==> src/rtl/lrate_pkg.sv <==
package lrate_pkg;

  localparam logic [3:0] PS_A0 = 4'b0001;
  localparam logic [3:0] PS_A1 = 4'b0010;
  localparam logic [3:0] PS_A2 = 4'b0100;
  localparam logic [3:0] PS_A3 = 4'b1000;

  typedef enum logic [3:0] {
    ST_IDLE, ST_CHECK, ST_PWR_DN, ST_CLK_OFF, ST_GAP_A, ST_RAW_OFF,
    ST_GAP_B, ST_PROG, ST_RAW_ON, ST_GAP_C, ST_CLK_ON, ST_GAP_D,
    ST_PWR_MID, ST_PWR_UP, ST_GAP_E
  } seqState_t;

  // control -> datapath
  typedef struct packed {
    logic latch;
    logic clrCnt;
    logic reqA3;
    logic reqA2;
    logic reqA0;
    logic clkOff;
    logic clkOn;
    logic rawOff;
    logic rawOn;
    logic loadRate;
    logic setDone;
    logic setErr;
  } seqStrobe_t;

  // datapath -> control
  typedef struct packed {
    logic legal;
    logic psAcked;
    logic clkOffSeen;
    logic clkOnSeen;
    logic pllDown;
    logic pllUp;
    logic gapShort;
    logic gapMid;
    logic gapLong;
    logic timeout;
  } seqCond_t;

endpackage

==> src/rtl/lrate_ctrl.sv <==
module lrate_ctrl
  import lrate_pkg::*;
(
  input  logic       clk,
  input  logic       rstN,
  input  logic       start,
  input  seqCond_t   cond,
  output seqStrobe_t stb
);

  seqState_t state, stateNext;

  always_ff @(posedge clk) begin
    if (!rstN) state <= ST_IDLE;
    else       state <= stateNext;
  end

  always_comb begin
    stateNext = state;
    stb       = '0;
    unique case (state)
      ST_IDLE: if (start) begin stb.latch = 1'b1; stateNext = ST_CHECK; end
      ST_CHECK:
        if (cond.legal) begin
          stb.reqA3 = 1'b1; stb.clrCnt = 1'b1; stateNext = ST_PWR_DN;
        end else begin
          stb.setErr = 1'b1; stateNext = ST_IDLE;
        end
      ST_PWR_DN:
        if (cond.psAcked) begin
          stb.clkOff = 1'b1; stb.clrCnt = 1'b1; stateNext = ST_CLK_OFF;
        end else if (cond.timeout) begin
          stb.setErr = 1'b1; stateNext = ST_IDLE;
        end
      ST_CLK_OFF:
        if (cond.clkOffSeen) begin
          stb.clrCnt = 1'b1; stateNext = ST_GAP_A;
        end else if (cond.timeout) begin
          stb.setErr = 1'b1; stateNext = ST_IDLE;
        end
      ST_GAP_A:
        if (cond.gapShort) begin
          stb.rawOff = 1'b1; stb.clrCnt = 1'b1; stateNext = ST_RAW_OFF;
        end
      ST_RAW_OFF:
        if (cond.pllDown) begin
          stb.clrCnt = 1'b1; stateNext = ST_GAP_B;
        end else if (cond.timeout) begin
          stb.setErr = 1'b1; stateNext = ST_IDLE;
        end
      ST_GAP_B:
        if (cond.gapMid) begin stb.loadRate = 1'b1; stateNext = ST_PROG; end
      ST_PROG: begin
        stb.rawOn = 1'b1; stb.clrCnt = 1'b1; stateNext = ST_RAW_ON;
      end
      ST_RAW_ON:
        if (cond.pllUp) begin
          stb.clrCnt = 1'b1; stateNext = ST_GAP_C;
        end else if (cond.timeout) begin
          stb.setErr = 1'b1; stateNext = ST_IDLE;
        end
      ST_GAP_C:
        if (cond.gapMid) begin
          stb.clkOn = 1'b1; stb.clrCnt = 1'b1; stateNext = ST_CLK_ON;
        end
      ST_CLK_ON:
        if (cond.clkOnSeen) begin
          stb.clrCnt = 1'b1; stateNext = ST_GAP_D;
        end else if (cond.timeout) begin
          stb.setErr = 1'b1; stateNext = ST_IDLE;
        end
      ST_GAP_D:
        if (cond.gapShort) begin
          stb.reqA2 = 1'b1; stb.clrCnt = 1'b1; stateNext = ST_PWR_MID;
        end
      ST_PWR_MID:
        if (cond.psAcked) begin
          stb.reqA0 = 1'b1; stb.clrCnt = 1'b1; stateNext = ST_PWR_UP;
        end else if (cond.timeout) begin
          stb.setErr = 1'b1; stateNext = ST_IDLE;
        end
      ST_PWR_UP:
        if (cond.psAcked) begin
          stb.clrCnt = 1'b1; stateNext = ST_GAP_E;
        end else if (cond.timeout) begin
          stb.setErr = 1'b1; stateNext = ST_IDLE;
        end
      ST_GAP_E:
        if (cond.gapLong) begin stb.setDone = 1'b1; stateNext = ST_IDLE; end
      default: stateNext = ST_IDLE;
    endcase
  end

endmodule

==> src/rtl/lrate_dp.sv <==
module lrate_dp
  import lrate_pkg::*;
#(
  parameter int NUM_LANES   = 4,
  parameter int RATE_W      = 14,
  parameter int LCNT_W      = 4,
  parameter int GAP_SHORT   = 25,
  parameter int GAP_MID     = 50,
  parameter int GAP_LONG    = 225,
  parameter int TIMEOUT_CYC = 4000,
  parameter int INIT_RATE   = 1620
) (
  input  logic                   clk,
  input  logic                   rstN,
  input  seqStrobe_t             stb,
  input  logic [RATE_W-1:0]      reqRate,
  input  logic [LCNT_W-1:0]      reqLanes,
  input  logic [2*NUM_LANES-1:0] reqSwing,
  input  logic [2*NUM_LANES-1:0] reqPreEmph,
  input  logic [3:0]             pstateAck,
  input  logic [NUM_LANES-1:0]   pllClkEnAck,
  input  logic                   pllReady,
  input  logic                   pllOff,
  output seqCond_t               cond,
  output logic [3:0]             pstateReq,
  output logic [NUM_LANES-1:0]   pllClkEn,
  output logic [1:0]             pllRawCtrl,
  output logic [RATE_W-1:0]      vcoRate,
  output logic                   done,
  output logic                   err
);

  localparam int MAX_GAP = (GAP_LONG > GAP_MID) ? GAP_LONG : GAP_MID;
  localparam int MAX_CNT = (TIMEOUT_CYC > MAX_GAP) ? TIMEOUT_CYC : MAX_GAP;
  localparam int CNT_W   = $clog2(MAX_CNT + 1);

  logic [RATE_W-1:0]      rateQ;
  logic [LCNT_W-1:0]      lanesQ;
  logic [2*NUM_LANES-1:0] swingQ, preQ;
  logic [CNT_W-1:0]       cnt;
  logic [NUM_LANES-1:0]   laneMask, laneOk;
  logic                   rateOk, lanesOk;

  always_ff @(posedge clk) begin
    if (!rstN) begin
      rateQ <= '0; lanesQ <= '0; swingQ <= '0; preQ <= '0;
    end else if (stb.latch) begin
      rateQ <= reqRate; lanesQ <= reqLanes; swingQ <= reqSwing; preQ <= reqPreEmph;
    end
  end

  always_ff @(posedge clk) begin
    if (!rstN || stb.clrCnt) cnt <= '0;
    else if (cnt != CNT_W'(MAX_CNT)) cnt <= cnt + 1'b1;
  end

  // legality and lane mask
  always_comb begin
    unique case (rateQ)
      RATE_W'(1620), RATE_W'(2160), RATE_W'(2430), RATE_W'(2700),
      RATE_W'(3240), RATE_W'(4320), RATE_W'(5400), RATE_W'(8100): rateOk = 1'b1;
      default: rateOk = 1'b0;
    endcase
    lanesOk = (lanesQ == LCNT_W'(1) || lanesQ == LCNT_W'(2) || lanesQ == LCNT_W'(4))
              && (lanesQ <= LCNT_W'(NUM_LANES));
  end

  for (genvar i = 0; i < NUM_LANES; i++) begin : g_lane
    logic [2:0] levelSum;
    assign levelSum    = {1'b0, swingQ[2*i +: 2]} + {1'b0, preQ[2*i +: 2]};
    assign laneMask[i] = LCNT_W'(i) < lanesQ;
    assign laneOk[i]   = !laneMask[i] || (levelSum <= 3'd3);
  end

  always_comb begin
    cond.legal      = rateOk && lanesOk && (&laneOk);
    cond.psAcked    = (pstateAck == pstateReq);
    cond.clkOffSeen = (pllClkEnAck & laneMask) == '0;
    cond.clkOnSeen  = (pllClkEnAck & laneMask) == laneMask;
    cond.pllDown    = pllOff;
    cond.pllUp      = pllReady;
    cond.gapShort   = cnt == CNT_W'(GAP_SHORT - 1);
    cond.gapMid     = cnt == CNT_W'(GAP_MID - 1);
    cond.gapLong    = cnt == CNT_W'(GAP_LONG - 1);
    cond.timeout    = cnt >= CNT_W'(TIMEOUT_CYC - 1);
  end

  always_ff @(posedge clk) begin
    if (!rstN) begin
      pstateReq  <= PS_A0;
      pllClkEn   <= '1;
      pllRawCtrl <= 2'b11;
      vcoRate    <= RATE_W'(INIT_RATE);
      done       <= 1'b0;
      err        <= 1'b0;
    end else begin
      if (stb.reqA3)         pstateReq <= PS_A3;
      else if (stb.reqA2)    pstateReq <= PS_A2;
      else if (stb.reqA0)    pstateReq <= PS_A0;
      if (stb.clkOff)        pllClkEn  <= '0;
      else if (stb.clkOn)    pllClkEn  <= laneMask;
      if (stb.rawOff)        pllRawCtrl <= 2'b00;
      else if (stb.rawOn)    pllRawCtrl <= 2'b11;
      if (stb.loadRate)      vcoRate <= rateQ;
      if (stb.latch) begin
        done <= 1'b0; err <= 1'b0;
      end else begin
        if (stb.setDone) done <= 1'b1;
        if (stb.setErr)  err  <= 1'b1;
      end
    end
  end

endmodule

==> src/rtl/lrate_seq.sv <==
module lrate_seq
  import lrate_pkg::*;
#(
  parameter int NUM_LANES   = 4,
  parameter int RATE_W      = 14,
  parameter int LCNT_W      = 4,
  parameter int GAP_SHORT   = 25,
  parameter int GAP_MID     = 50,
  parameter int GAP_LONG    = 225,
  parameter int TIMEOUT_CYC = 4000,
  parameter int INIT_RATE   = 1620
) (
  input  logic                   clk,
  input  logic                   rstN,
  input  logic                   start,
  input  logic [RATE_W-1:0]      reqRate,
  input  logic [LCNT_W-1:0]      reqLanes,
  input  logic [2*NUM_LANES-1:0] reqSwing,
  input  logic [2*NUM_LANES-1:0] reqPreEmph,
  output logic [3:0]             pstateReq,
  input  logic [3:0]             pstateAck,
  output logic [NUM_LANES-1:0]   pllClkEn,
  input  logic [NUM_LANES-1:0]   pllClkEnAck,
  output logic [1:0]             pllRawCtrl,
  input  logic                   pllReady,
  input  logic                   pllOff,
  output logic [RATE_W-1:0]      vcoRate,
  output logic                   done,
  output logic                   err
);

  seqStrobe_t stb;
  seqCond_t   cond;

  lrate_ctrl ctrl_i (
    .clk(clk), .rstN(rstN), .start(start), .cond(cond), .stb(stb)
  );

  lrate_dp #(
    .NUM_LANES(NUM_LANES), .RATE_W(RATE_W), .LCNT_W(LCNT_W),
    .GAP_SHORT(GAP_SHORT), .GAP_MID(GAP_MID), .GAP_LONG(GAP_LONG),
    .TIMEOUT_CYC(TIMEOUT_CYC), .INIT_RATE(INIT_RATE)
  ) dp_i (
    .clk(clk), .rstN(rstN), .stb(stb),
    .reqRate(reqRate), .reqLanes(reqLanes), .reqSwing(reqSwing), .reqPreEmph(reqPreEmph),
    .pstateAck(pstateAck), .pllClkEnAck(pllClkEnAck), .pllReady(pllReady), .pllOff(pllOff),
    .cond(cond), .pstateReq(pstateReq), .pllClkEn(pllClkEn), .pllRawCtrl(pllRawCtrl),
    .vcoRate(vcoRate), .done(done), .err(err)
  );

endmodule

==> config.mk <==
export PLATFORM = sky130hd
export DESIGN_NAME = lrate_seq
export DESIGN_NICKNAME = d
export VERILOG_FILES = /design/src/rtl/lrate_pkg.sv /design/src/rtl/lrate_ctrl.sv /design/src/rtl/lrate_dp.sv /design/src/rtl/lrate_seq.sv
export SDC_FILE = /design/constraint.sdc
export NUM_CORES = 1
export LEC_CHECK = 0
export BUFFER_PORTS_ARGS = -buffer_cell sky130_fd_sc_hd__buf_2
export CAP_MARGIN = 20
export CORE_UTILIZATION = 45
export CTS_CLUSTER_DIAMETER = 60
export DETAILED_ROUTE_END_ITERATION = 7
export HOLD_SLACK_MARGIN = 0.12
export PLACE_DENSITY = 0.67
export SYNTH_ARGS = -nofsm -noshare
export SYNTH_HDL_FRONTEND = slang
export SYNTH_SLANG_ARGS = --single-unit
export TNS_END_PERCENT = 30
==> constraint.sdc <==
create_clock -name clk -period 7.3 [get_ports clk]
set_input_delay 1.46 -clock clk [delete_from_list [all_inputs] [get_ports clk]]
set_output_delay 1.46 -clock clk [all_outputs]
set_load 0.01 [all_outputs]
# After elaboration in Yosys (flattened, before gate mapping)
# Index checks and enable logic that the tools add are counted.
# totals
reg_bits	75
input_bits	47
out_inout_bits	26
elab_cells	148
# classes
addsub	5
order_cmp	10
n_eq_ne	37
n_mux	53
n_bitwise	2
n_reduce_logical	28
# op_table
operator	n
$mux W4	19
$pmux W4 S15	1
$eq A14 B12 Y1 const B	4
$eq A14 B13 Y1 const B	3
$eq A4 B4 Y1 const B	7
$mux W1	27
$eq A4 B3 Y1 const B	5
$eq A14 B11 Y1 const B	1
$add A12 B1 Y12 const B	1
$add A2 B2 Y3	4
$eq A12 B5 Y1 const B	1
$eq A12 B6 Y1 const B	1
$eq A12 B8 Y1 const B	1
$eq A4 B2 Y1 const B	3
$ge A12 B12 Y1 const B	1
$le A3 B2 Y1 const B	4
$ne A12 B12 Y1 const B	1
$ne A2 B2 Y1 const B	6
$pmux W1 S9	1
$eq A4 B1 Y1 const B	2
$eq A4 B4 Y1	2
$logic_not A4 Y1	2
$lt A1 B4 Y1 const A	2
$lt A2 B4 Y1 const A	2
15 further kinds	34

# Logic depth before layout (Yosys ltp)
# Gate-level depths: netlist of run 1.
# logic_depth
ltp_word	9
depth_mapped	9
ltp_nobuf	8

# Hierarchy
# From an unflattened synthesis of run 1, not the netlist that was laid out.
# hier_totals
hier_cells	449
area_unflattened_um2	4045.1
# modules_own_cells
module	n_inst	cells_each	area_each_um2	seq_area_each_um2
lrate_dp	1	341	3274.4	1401.3
lrate_ctrl	1	108	770.7	80.1

# Least setup slack after synthesis of run 1
# No wires, ideal clock.
# synth_path
path_type	input-to-reg
start	input port pstateAck[2]
end	register dp_i.cnt[10]
setup_time_ns	0.096
arrival_ns	2.932
required_ns	7.204
path_slack_ns	4.272
cell_stages	8
n_path_buf	2
cell_sequence	xor2_1 > or4_1 > clkbuf_1 > nor2_1 > a2111oi_0 > nand3_2 > buf_4 > nor4b_1
# synth_via
elab_chain_len	4
# synth_lines
element	line_no	text
start, declared	lrate_seq.sv:21	input logic [3:0] pstateAck,
$eq A4 B4 Y1	lrate_dp.sv:77	cond.psAcked = (pstateAck == pstateReq);
$mux W1	lrate_ctrl.sv:30, lrate_ctrl.sv:77, lrate_ctrl.sv:83	
$pmux W1 S9	lrate_ctrl.sv:21	unique case (state)
$logic_or A1 B1 Y1	lrate_dp.sv:53	if (!rstN || stb.clrCnt) cnt <= '0;
end signal, assigned	lrate_dp.sv:54	else if (cnt != CNT_W'(MAX_CNT)) cnt <= cnt + 1'b1;
end, declared	lrate_dp.sv:40	logic [CNT_W-1:0] cnt;
# Every way passes these cells.
# A chain may end at the register's enable or synchronous reset.

# Worst setup path after layout of run 1
# layout_path
start	input port pstateAck[2]
end	register dp_i.cnt[1]
# The elaborated chain is that of the path after synthesis.

==> flow_summary.ini, run 1 <==
[worst_setup_path]
cp-end-kind = register
required_ps = 7550
cp.arrival_ps = 3230
crit_fanout = 12
critPathKind = in -> reg
start_kind = input pin

[timing]
fin_worst_skew_ps = 16.2
hold_viol = 0
fin_crit_ps = 2970
whs_ps = 452
period_share_pct = 40.7
maxSlewHeadroom_pct = 32.1
fin_setup_tns_ps = 0
maxSlewViolCount = 0
tightestPinTransition_ps = 1010
setup_viol = 0
rsz0062_at_grt = no
fmax_mhz = 336

[power_and_ir_drop]
power_density_nw_per_um2 = 207
p_int_uw = 641
power_uw = 958
clkPwrFrac_pct = 31.6
p_sw_share_pct = 33.1
combinationalPowerShare_pct = 18.6
switchingPower_uw = 317
p_leak_uw = 0.00176
ir_worst_vdd_mv = 0.130
seq_power_share_pct = 49.8

[final_layout]
drive_gt1_share_pct = 17.4
num-nets-final = 623
mostFrequentLayoutCell = nand2_1
fillCellCount = 856
area_growth_pct = 13.7
utilization_pct = 53.1
diodes = 0
regArea_um2 = 1480
final_cell_mix = 127 x nand2_1, 74 x dfxtp_1, 71 x buf_2
multi_input_area_um2 = 2370

[routing]
wl_per_cell_um = 14.6
num_vias = 3813
drc_errors = 0
drtIter0Drc = 247
vias_per_cell = 5.62
postRouteAntennaNets = 0
wirelength_um = 9900
firstDrtPassIters = 4

[clocking]
path_clk_slew_ps = 90
cts_tree = done
cts_resized = 0
insertion_delay_ps = 360
cts_buffer_depth = 2
postCtsSetupBuffers = 0
root_buffer = clkbuf_8
cts.htree.levels = 3
cts_buffers = 9
cts_hold_buf = 0
cts.sinks = 74

[hold_path]
hp-class = reg -> reg

[logic_synthesis]
postSynthCellCount = 517
synth_area_leaders = dfxtp_1 36%, nand2_1 12%, a21boi_0 7.2%
synth.top_cell.area_share_pct = 36.4
yosys_warnings = 0
yosysSeqAreaShare_pct = 36.4
syn-cell-area_um2 = 4070
synthFlopType = dfxtp_1
synth_edf_count = 0
syn-num-nets = 575
yosys.area.top_type = dfxtp_1
synth_area_per_cell_um2 = 7.88
yosysUniqueCellTypes = 60
ys_ff_latch = 74
synth_async_sr_flop_share_pct = 0

[grt]
grt_max_degree = 78
grt.total_usage_pct = 21.5
antenna_found_initial = 0
grt-ovfl-total = 0
grt_first_pass_wirelength_um = 16600
grt_pass1_vias = 3502

[floorplan]
pin_count = 73
die_h_um = 97.1
die_area_um2 = 9440
core_um2 = 8720
dieWidth_um = 97.1
std_cell_rows = 34
start_util_pct = 46.7

[placement]
post-dp-hpwl_um = 6990
gp_congestion = 0.880
port_buffers = 71

[status]
status = completed

[job]
drv_cap = 0
==> critical path, cell delays in order <==
cell,delay [ps]
buf_2,80
xor2_1,130
or4_1,330
nor2_1,70
a2111oi_0,440
nand3_2,330
nor4b_1,370
==> metal layers <==
| metal | GRT usage [%] | part of all wire (%) |
|---|---|---|
| met1 | 28.7 | 47 |
| met2 | 34.2 | 46 |
| met3 | 4.10 | 5.4 |
| met4 | 8.50 | 1.5 |
| met5 | 0 | 0 |
==> layout make-up <==
| class | count | area share (%) |
|---|---|---|
| Sequential cell | 74 | 32.0 |
| Tap cell | 108 | 2.92 |
| Multi-Input combinational cell | 394 | 51.2 |
| Inverter | 12 | 0.973 |
| Clock inverter | 6 | 1.05 |
| Timing Repair Buffer | 74 | 8.86 |
| Clock buffer | 10 | 2.97 |
==> stage by stage <==
step           std cells  cell area [um2]  setup slack [ps]
2_1_floorplan        517             4070              4270
3_3_place_gp         660             4400              4030
3_5_place_dp         661             4420              3920
4_1_cts              677             4610              4290
5_1_grt              678             4630              4020
6_report             678             4630              4330
==> cells by family (layout without fill, tap and decap cells) <==
| kind of cell | after synthesis | count (layout) | synth area share, % |
|---|---|---|---|
| fa+ha+maj | 11 | 11 | 4.12 |
| xor+xnor | 13 | 13 | 2.80 |
| other cells | 1 | 1 | 0.0921 |
| simple gates | 256 | 256 | 31.7 |
| compound gates | 112 | 112 | 19.3 |
| mux | 1 | 1 | 0.246 |
| buf+inv | 49 | 102 | 5.38 |
| flops | 74 | 74 | 36.4 |
==> sequential cells by signal, indices dropped and copies added, names as in the netlist, 3 cells and up <==
name and flops:
dp_i.rateQ 14, dp_i.vcoRate 14, dp_i.cnt 12, dp_i.preQ 8, dp_i.swingQ 8, ctrl_i.state 4
dp_i.lanesQ 4, dp_i.pllClkEn 4, dp_i.pstateReq 3
==> final timing paths <==
check	startpoint	to	slack, ps	cells after the start
worst max-delay path	pstateAck[2]	dp_i.cnt[1]	4330	7
worst min-delay path	dp_i.vcoRate[12]	dp_i.vcoRate[12]	450	2
worst max register to register	dp_i.preQ[4]	dp_i.cnt[1]	4360	8
worst min register to register	dp_i.vcoRate[12]	dp_i.vcoRate[12]	450	2
==> cell usage after synthesis (3+ instances only) <==
library cell	count
nand2_1	127
dfxtp_1	74
a21boi_0	39
clkbuf_1	25
nor2_1	24
nand3_1	21
o21ai_0	19
nor4b_1	14
inv_1	12
nor3_1	12
a21oi_1	10
nor2b_1	8
xnor2_1	8
buf_2	7
ha_1	7
o211ai_1	7
a21boi_1	6
nand4_1	6
nor3b_1	6
nand2b_1	5
xor2_1	5
and3_1	4
fa_1	4
or4_1	4
a211oi_1	3
a22oi_1	3
and2_1	3
buf_4	3
nand4b_1	3
nor4_1	3
==> power by group through the flow <==
stage	Clock (uW)	Sequential, uW	Combinational (uW)
after floorplan	0	462	138
after global placement	0	484	167
after detailed placement	0	485	177
after CTS	308	475	178
after global routing	326	483	201
final	303	477	178
No activity file was read; power rests on OpenSTA's default activity.
==> run 2, diff against run 1 <==
--- a/config.mk
+++ b/config.mk
@@ -5,6 +5,7 @@
 export SDC_FILE = /design/constraint.sdc
 export NUM_CORES = 1
 export LEC_CHECK = 0
+export ABC_AREA = 1
 export BUFFER_PORTS_ARGS = -buffer_cell sky130_fd_sc_hd__buf_2
 export CAP_MARGIN = 20
 export CORE_UTILIZATION = 45
==> constraint.sdc (replaced) <==
create_clock -name clk -period 2.9 [get_ports clk]
set_input_delay 0.58 -clock clk [delete_from_list [all_inputs] [get_ports clk]]
set_output_delay 0.58 -clock clk [all_outputs]
set_load 0.01 [all_outputs]
==> run 2 against run 1 <==
Net effect: worst hold slack worse by 9.0 ps; area after synthesis down 1.1%; sequential power rose by 130%; die area fell by 1.1%; critical endpoint is now dp_i.cnt[10]; highest routed layer unchanged.
==> flow_summary.ini, run 2 <==
[logic_synthesis]
ys_ff_latch = 74
synth_async_sr_flop_share_pct = 0
synth_most_common_cell = nand2_1
syn-cell-area_um2 = 4030
yosys_warnings = 0
synth_area_per_cell_um2 = 6.67
yosysSeqAreaShare_pct = 36.8
synth_area_leaders = dfxtp_1 37%, nand2_1 12%, inv_1 8.7%
synthTopCellsByCount = 125 x nand2_1, 93 x inv_1, 77 x nor2_1
yosysUniqueCellTypes = 34
postSynthCellCount = 604
synth_edf_count = 0
synthFlopType = dfxtp_1
synth.top_cell.area_share_pct = 36.8
yosys.area.top_type = dfxtp_1
syn-num-nets = 662

[final_layout]
reg.largest.list = dp_i.rateQ: 14 flops, dp_i.vcoRate: 14 flops, dp_i.cnt: 12 flops
regArea_um2 = 1480
diodes = 0
area_growth_pct = 15.3
mostFrequentLayoutCell = nand2_1
fillCellCount = 898
utilization_pct = 53.5
drive_gt1_share_pct = 15.7
design_area_um2 = 4640
multi_input_area_um2 = 2060
final_cell_mix = 125 x nand2_1, 93 x inv_1, 77 x nor2_1
num-nets-final = 727
stdcell_count = 782

[floorplan]
std_cell_rows = 34
die_h_um = 96.6
core_um2 = 8680
dieWidth_um = 96.6
die_area_um2 = 9330
start_util_pct = 46.4
pin_count = 73

[worst_setup_path]
rr_startpoint = dp_i.preQ[4]
crit_fanout = 12
critPathLaunch = dp_i.preQ[4]
required_ps = 3130
critPathKind = reg -> reg
cp-end-kind = register
start_kind = register
cp.arrival_ps = 2460

[hold_path]
hp-start = dp_i.vcoRate[0]
hp-class = reg -> reg

[grt]
grt.total_usage_pct = 22.1
grt-ovfl-total = 0
grt_first_pass_wirelength_um = 15900
grt_pass1_vias = 3552
grt_max_degree = 45
antenna_found_initial = 0

[timing]
period_share_pct = 76.7
tightestPinTransition_ps = 777
fin_crit_ps = 2230
fin_worst_skew_ps = 9.64
maxSlewViolCount = 0
maxSlewHeadroom_pct = 48.1
fmax_mhz = 449
rsz0062_at_grt = no
setup_viol = 0
fin_setup_tns_ps = 0
hold_viol = 0

[clocking]
path_clk_slew_ps = 80
cts_hold_buf = 0
cts.sinks = 74
insertion_delay_ps = 340
cts_tree = done
root_buffer = clkbuf_8
cts.htree.levels = 3
cts_resized = 0
cts_buffers = 9
cts_buffer_depth = 2
postCtsSetupBuffers = 0

[status]
status = completed

[routing]
drtIter0Drc = 155
drc_errors = 0
vias_per_cell = 5.00
firstDrtPassIters = 5
postRouteAntennaNets = 0
num_vias = 3909
wirelength_um = 9750
wl_per_cell_um = 12.5

[power_and_ir_drop]
p_int_uw = 1590
ir_worst_vdd_mv = 0.290
switchingPower_uw = 604
combinationalPowerShare_pct = 12.2
clkPwrFrac_pct = 37.2
seq_power_share_pct = 50.6
p_leak_uw = 0.00213
p_sw_share_pct = 27.6
power_density_nw_per_um2 = 472

[placement]
port_buffers = 71
place_area_um2 = 4440
gp_congestion = 0.906
dp.cells = 766
post-dp-hpwl_um = 7490

[job]
drv_cap = 0
-- run 2: changes by cell type in the layout (fill, tap and decap cells not counted), moves of 7 or more --
| cell | delta |
|---|---|
| inv_1 | +81 |
| nor2_1 | +53 |
| a21oi_1 | +46 |
| a21boi_0 | -39 |
| o21ai_0 | +34 |
| nor4b_1 | -14 |
| nor2b_1 | -8 |
| nand3_1 | +7 |
| xnor2_1 | -7 |
-- run 2: metrics by stage --
stage | power (uW) | hold slack (ps) | worst slack [ps]
3_5_place_dp | 1400 | 436 | 701
5_1_grt | 2310 | 470 | 463
4_1_cts | 2220 | 448 | 683
2_1_floorplan | 1310 | 427 | 1010
3_3_place_gp | 1390 | 431 | 800
6_report | 2190 | 443 | 674
-- run 2: layer usage --
metal	global-route usage, %	routed length [um]	vias up
met5	0	0	-
met4	8.21	159	0
met3	5.09	536	15
met2	36.5	4680	110
met1	27.9	4370	1739
li1	-	-	2045
-- run 2: worst paths after layout --
path                                         to  slack, ps  depth (start not counted)
worst min-delay path            dp_i.vcoRate[0]        440                          2
worst max-delay path               dp_i.cnt[10]        670                          8
worst max register to register     dp_i.cnt[10]        670                          8
worst min register to register  dp_i.vcoRate[0]        440                          2
-- run 2: cells by family after synthesis --
group | count (synthesis) | synth area share [%]
AOI/OAI and AO/OA | 125 | 16.4
other | 1 | 0.0931
and+or+nand+nor | 264 | 28.1
adders and majority gates | 11 | 4.16
buffers and inverters | 118 | 12.1
DFF | 74 | 36.8
xor gates and xnor gates | 11 | 2.39
-- run 2: power by group through the flow --
| stage | registers [uW] | logic (uW) | clock network, uW |
|---|---|---|---|
| 6_report | 1110 | 267 | 816 |
| 5_1_grt | 1120 | 307 | 887 |
| 4_1_cts | 1110 | 268 | 844 |
| 3_5_place_dp | 1130 | 266 | 0 |
| 3_3_place_gp | 1130 | 259 | 0 |
| 2_1_floorplan | 1120 | 185 | 0 |
-- run 2: cell type report --
class	instances	area share, %
well taps	108	2.91
inverters	98	7.92
flip-flops and latches	74	31.9
repair buffers	74	8.41
clock buffers	11	3.05
clock inverters	5	1.37
multi-input cells	412	44.4
-- run 2: critical path, cell delays in order (launching register included) --
cell and delay, ps:
dfxtp_1 320, ha_1 210, fa_1 430, nor3_1 230, o21bai_1 100, a21oi_1 250, nand3_2 220, nand4_2 290
nor2_1 70
==> run 3, diff against run 2 <==
--- a/config.mk
+++ b/config.mk
@@ -5,14 +5,14 @@
 export SDC_FILE = /design/constraint.sdc
 export NUM_CORES = 1
 export LEC_CHECK = 0
-export ABC_AREA = 1
+export ABC_AREA = 0
 export BUFFER_PORTS_ARGS = -buffer_cell sky130_fd_sc_hd__buf_2
 export CAP_MARGIN = 20
 export CORE_UTILIZATION = 45
 export CTS_CLUSTER_DIAMETER = 60
 export DETAILED_ROUTE_END_ITERATION = 7
 export HOLD_SLACK_MARGIN = 0.12
-export PLACE_DENSITY = 0.67
+export PLACE_DENSITY = 0.69
 export SYNTH_ARGS = -nofsm -noshare
 export SYNTH_HDL_FRONTEND = slang
 export SYNTH_SLANG_ARGS = --single-unit
==> constraint.sdc (replaced) <==
create_clock -name clk -period 1.9 [get_ports clk]
set_input_delay 0.38 -clock clk [delete_from_list [all_inputs] [get_ports clk]]
set_output_delay 0.38 -clock clk [all_outputs]
set_load 0.01 [all_outputs]
==> run 3 against run 2 <==
Net effect: the run now ends with setup timing left; die area grew 1.1%; combinational power rose to 3.9 times the previous value; clock-buffer cell count shrank 1; final cell count shrank 1.7%; highest routed layer unchanged; sequential power increased by 59%; maximum frequency decreased by 4.1%; core utilization rose by 9.0 points; sequential share of layout area down 4.7 points; largest power group unchanged; final area increased by 17%.
==> flow_summary.ini, run 3 (same netlist as run 1, synthesis figures left out) <==
[worst_setup_path]
reg2reg_to = ctrl_i.state[1]
rr_startpoint = dp_i.preQ[4]
reg2reg_slack_ps = -420
required_ps = 2170
critPathKind = reg -> reg
endpoint = ctrl_i.state[1]
critPathLaunch = dp_i.preQ[4]
start_kind = register
rr_worst_depth = 9
crit_fanout = 2
cp-end-kind = register
cp.arrival_ps = 2590

[clocking]
cts_hold_buf = 0
cts.sinks = 74
cts_buffer_depth = 2
path_clk_slew_ps = 80
insertion_delay_ps = 350
root_buffer = clkbuf_8
cts_tree = done
cts.htree.levels = 3
cts_buffers = 9

[timing]
fmax_mhz = 431
fin_crit_ps = 2320
layout_setup_ws_ps = -421
setup_viol = 39
rsz0062_at_grt = yes
maxSlewViolCount = 0
period_share_pct = 122
hold_viol = 0
fin_worst_skew_ps = 8.71

[floorplan]
std_cell_rows = 34
pin_count = 73
start_util_pct = 46.7
die_area_um2 = 9440
core_um2 = 8720
dieWidth_um = 97.1
die_h_um = 97.1

[placement]
post-dp-hpwl_um = 8370
port_buffers = 71
gp_congestion = 0.936
place_area_um2 = 5150
dp.cells = 750

[final_layout]
utilization_pct = 62.5
design_area_um2 = 5450
diodes = 0
reg.largest.list = dp_i.rateQ: 14 flops, dp_i.vcoRate: 14 flops, dp_i.cnt: 12 flops
fillCellCount = 787
mostFrequentLayoutCell = nand2_1
num-nets-final = 714
drive_gt1_share_pct = 31.0
area_growth_pct = 33.9
stdcell_count = 769
final_cell_mix = 127 x nand2_1, 88 x buf_4, 71 x dfxtp_1, 71 x buf_2, 35 x a21boi_0

[grt]
grt_pass1_vias = 4114
met1_usage_pct = 30.9
busiest_layer = met2
grt_first_pass_wirelength_um = 19000
antenna_found_initial = 0
grt-ovfl-total = 0
grt.met3_usage_pct = 4.24
grt_max_degree = 78
use_met2_pct = 42.1
grt.total_usage_pct = 24.5

[routing]
num_vias = 4189
vias_per_cell = 5.45
postRouteAntennaNets = 0
drtIter0Drc = 191
firstDrtPassIters = 5
drc_errors = 0
wirelength_um = 11400
wl_per_cell_um = 14.8

[status]
violations = setup timing
status = complete, but fails checks

[power_and_ir_drop]
p_leak_uw = 0.00226
power_density_nw_per_um2 = 749
power_uw = 4080
ir_worst_vdd_mv = 0.397

[hold_path]
hp-start = reqSwing[5]
hp-class = in -> reg

[job]
drv_cap = 0
## run 3: cell types whose count changed in the layout (fill, tap and decap cells not counted), sizes merged, moves of 6 or more
| cell | change |
|---|---|
| or4 | +6 |
| o21ai | -34 |
| a21oi | -46 |
| nor3b | +6 |
| nor3 | +7 |
| nor4b | +14 |
| inv | -85 |
| nor2b | +8 |
| nand3 | -9 |
| buf | +91 |
| nor2 | -59 |
| xnor2 | +7 |
| a21boi | +45 |
## run 3: stage by stage
step	hold slack (ps)	worst slack (ps)	setup TNS (ps)
final	264	-421	-10130
after floorplan	447	-305	-8270
after global placement	435	-526	-12550
after CTS	260	-407	-9790
after detailed placement	446	-502	-13590
after global routing	276	-508	-13100
## run 3: worst min path at each step
stage | endpoint | slack [ps] | depth (start not counted)
final | dp_i.swingQ[5] | 260 | 3
after global routing | dp_i.rateQ[5] | 280 | 3
after CTS | dp_i.lanesQ[1] | 260 | 3
after detailed placement | dp_i.vcoRate[11] | 450 | 2
after global placement | dp_i.vcoRate[11] | 440 | 2
after floorplan | dp_i.swingQ[0] | 450 | 2
## run 3: cell type report
class | count | area [um2] | area share (%)
multi-input cells | 394 | 2450 | 45.0
flip-flops and latches | 74 | 1490 | 27.2
repair buffers | 165 | 1130 | 20.7
clock buffers | 10 | 138 | 2.52
well taps | 108 | 135 | 2.48
clock inverters | 6 | 65.1 | 1.19
inverters | 12 | 45.0 | 0.826
## run 3: where the power goes
group	switching, uW	internal [uW]	total (uW)	leakage [uW]
clock	625	645	1270	0.000103
combinational	556	497	1050	0.00155
sequential	96.6	1660	1760	0.000604
total	1280	2800	4080	0.00226
## run 3: worst max-delay path: stages (launching register included)
cell	delay, ps
dfxtp_2	340
ha_4	150
fa_2	330
or4b_4	520
o21ai_2	80
a22oi_2	70
nor3_2	250
buf_4	160
o211ai_1	100
a211oi_1	220
## run 3: per-layer routing
layer	vias to the layer above	routed length, um
met3	24	553
met5	-	0
met4	0	219
li1	2082	-
met1	1955	5100
met2	128	5490
## run 3: what timing repair did
item / CTS / global route
setup endpoints to repair: 39 / 39
buffers inserted: 3 / 0
cloned: 0 / 0
pin swaps: 7 / 1
gates resized for setup: 14 / 7
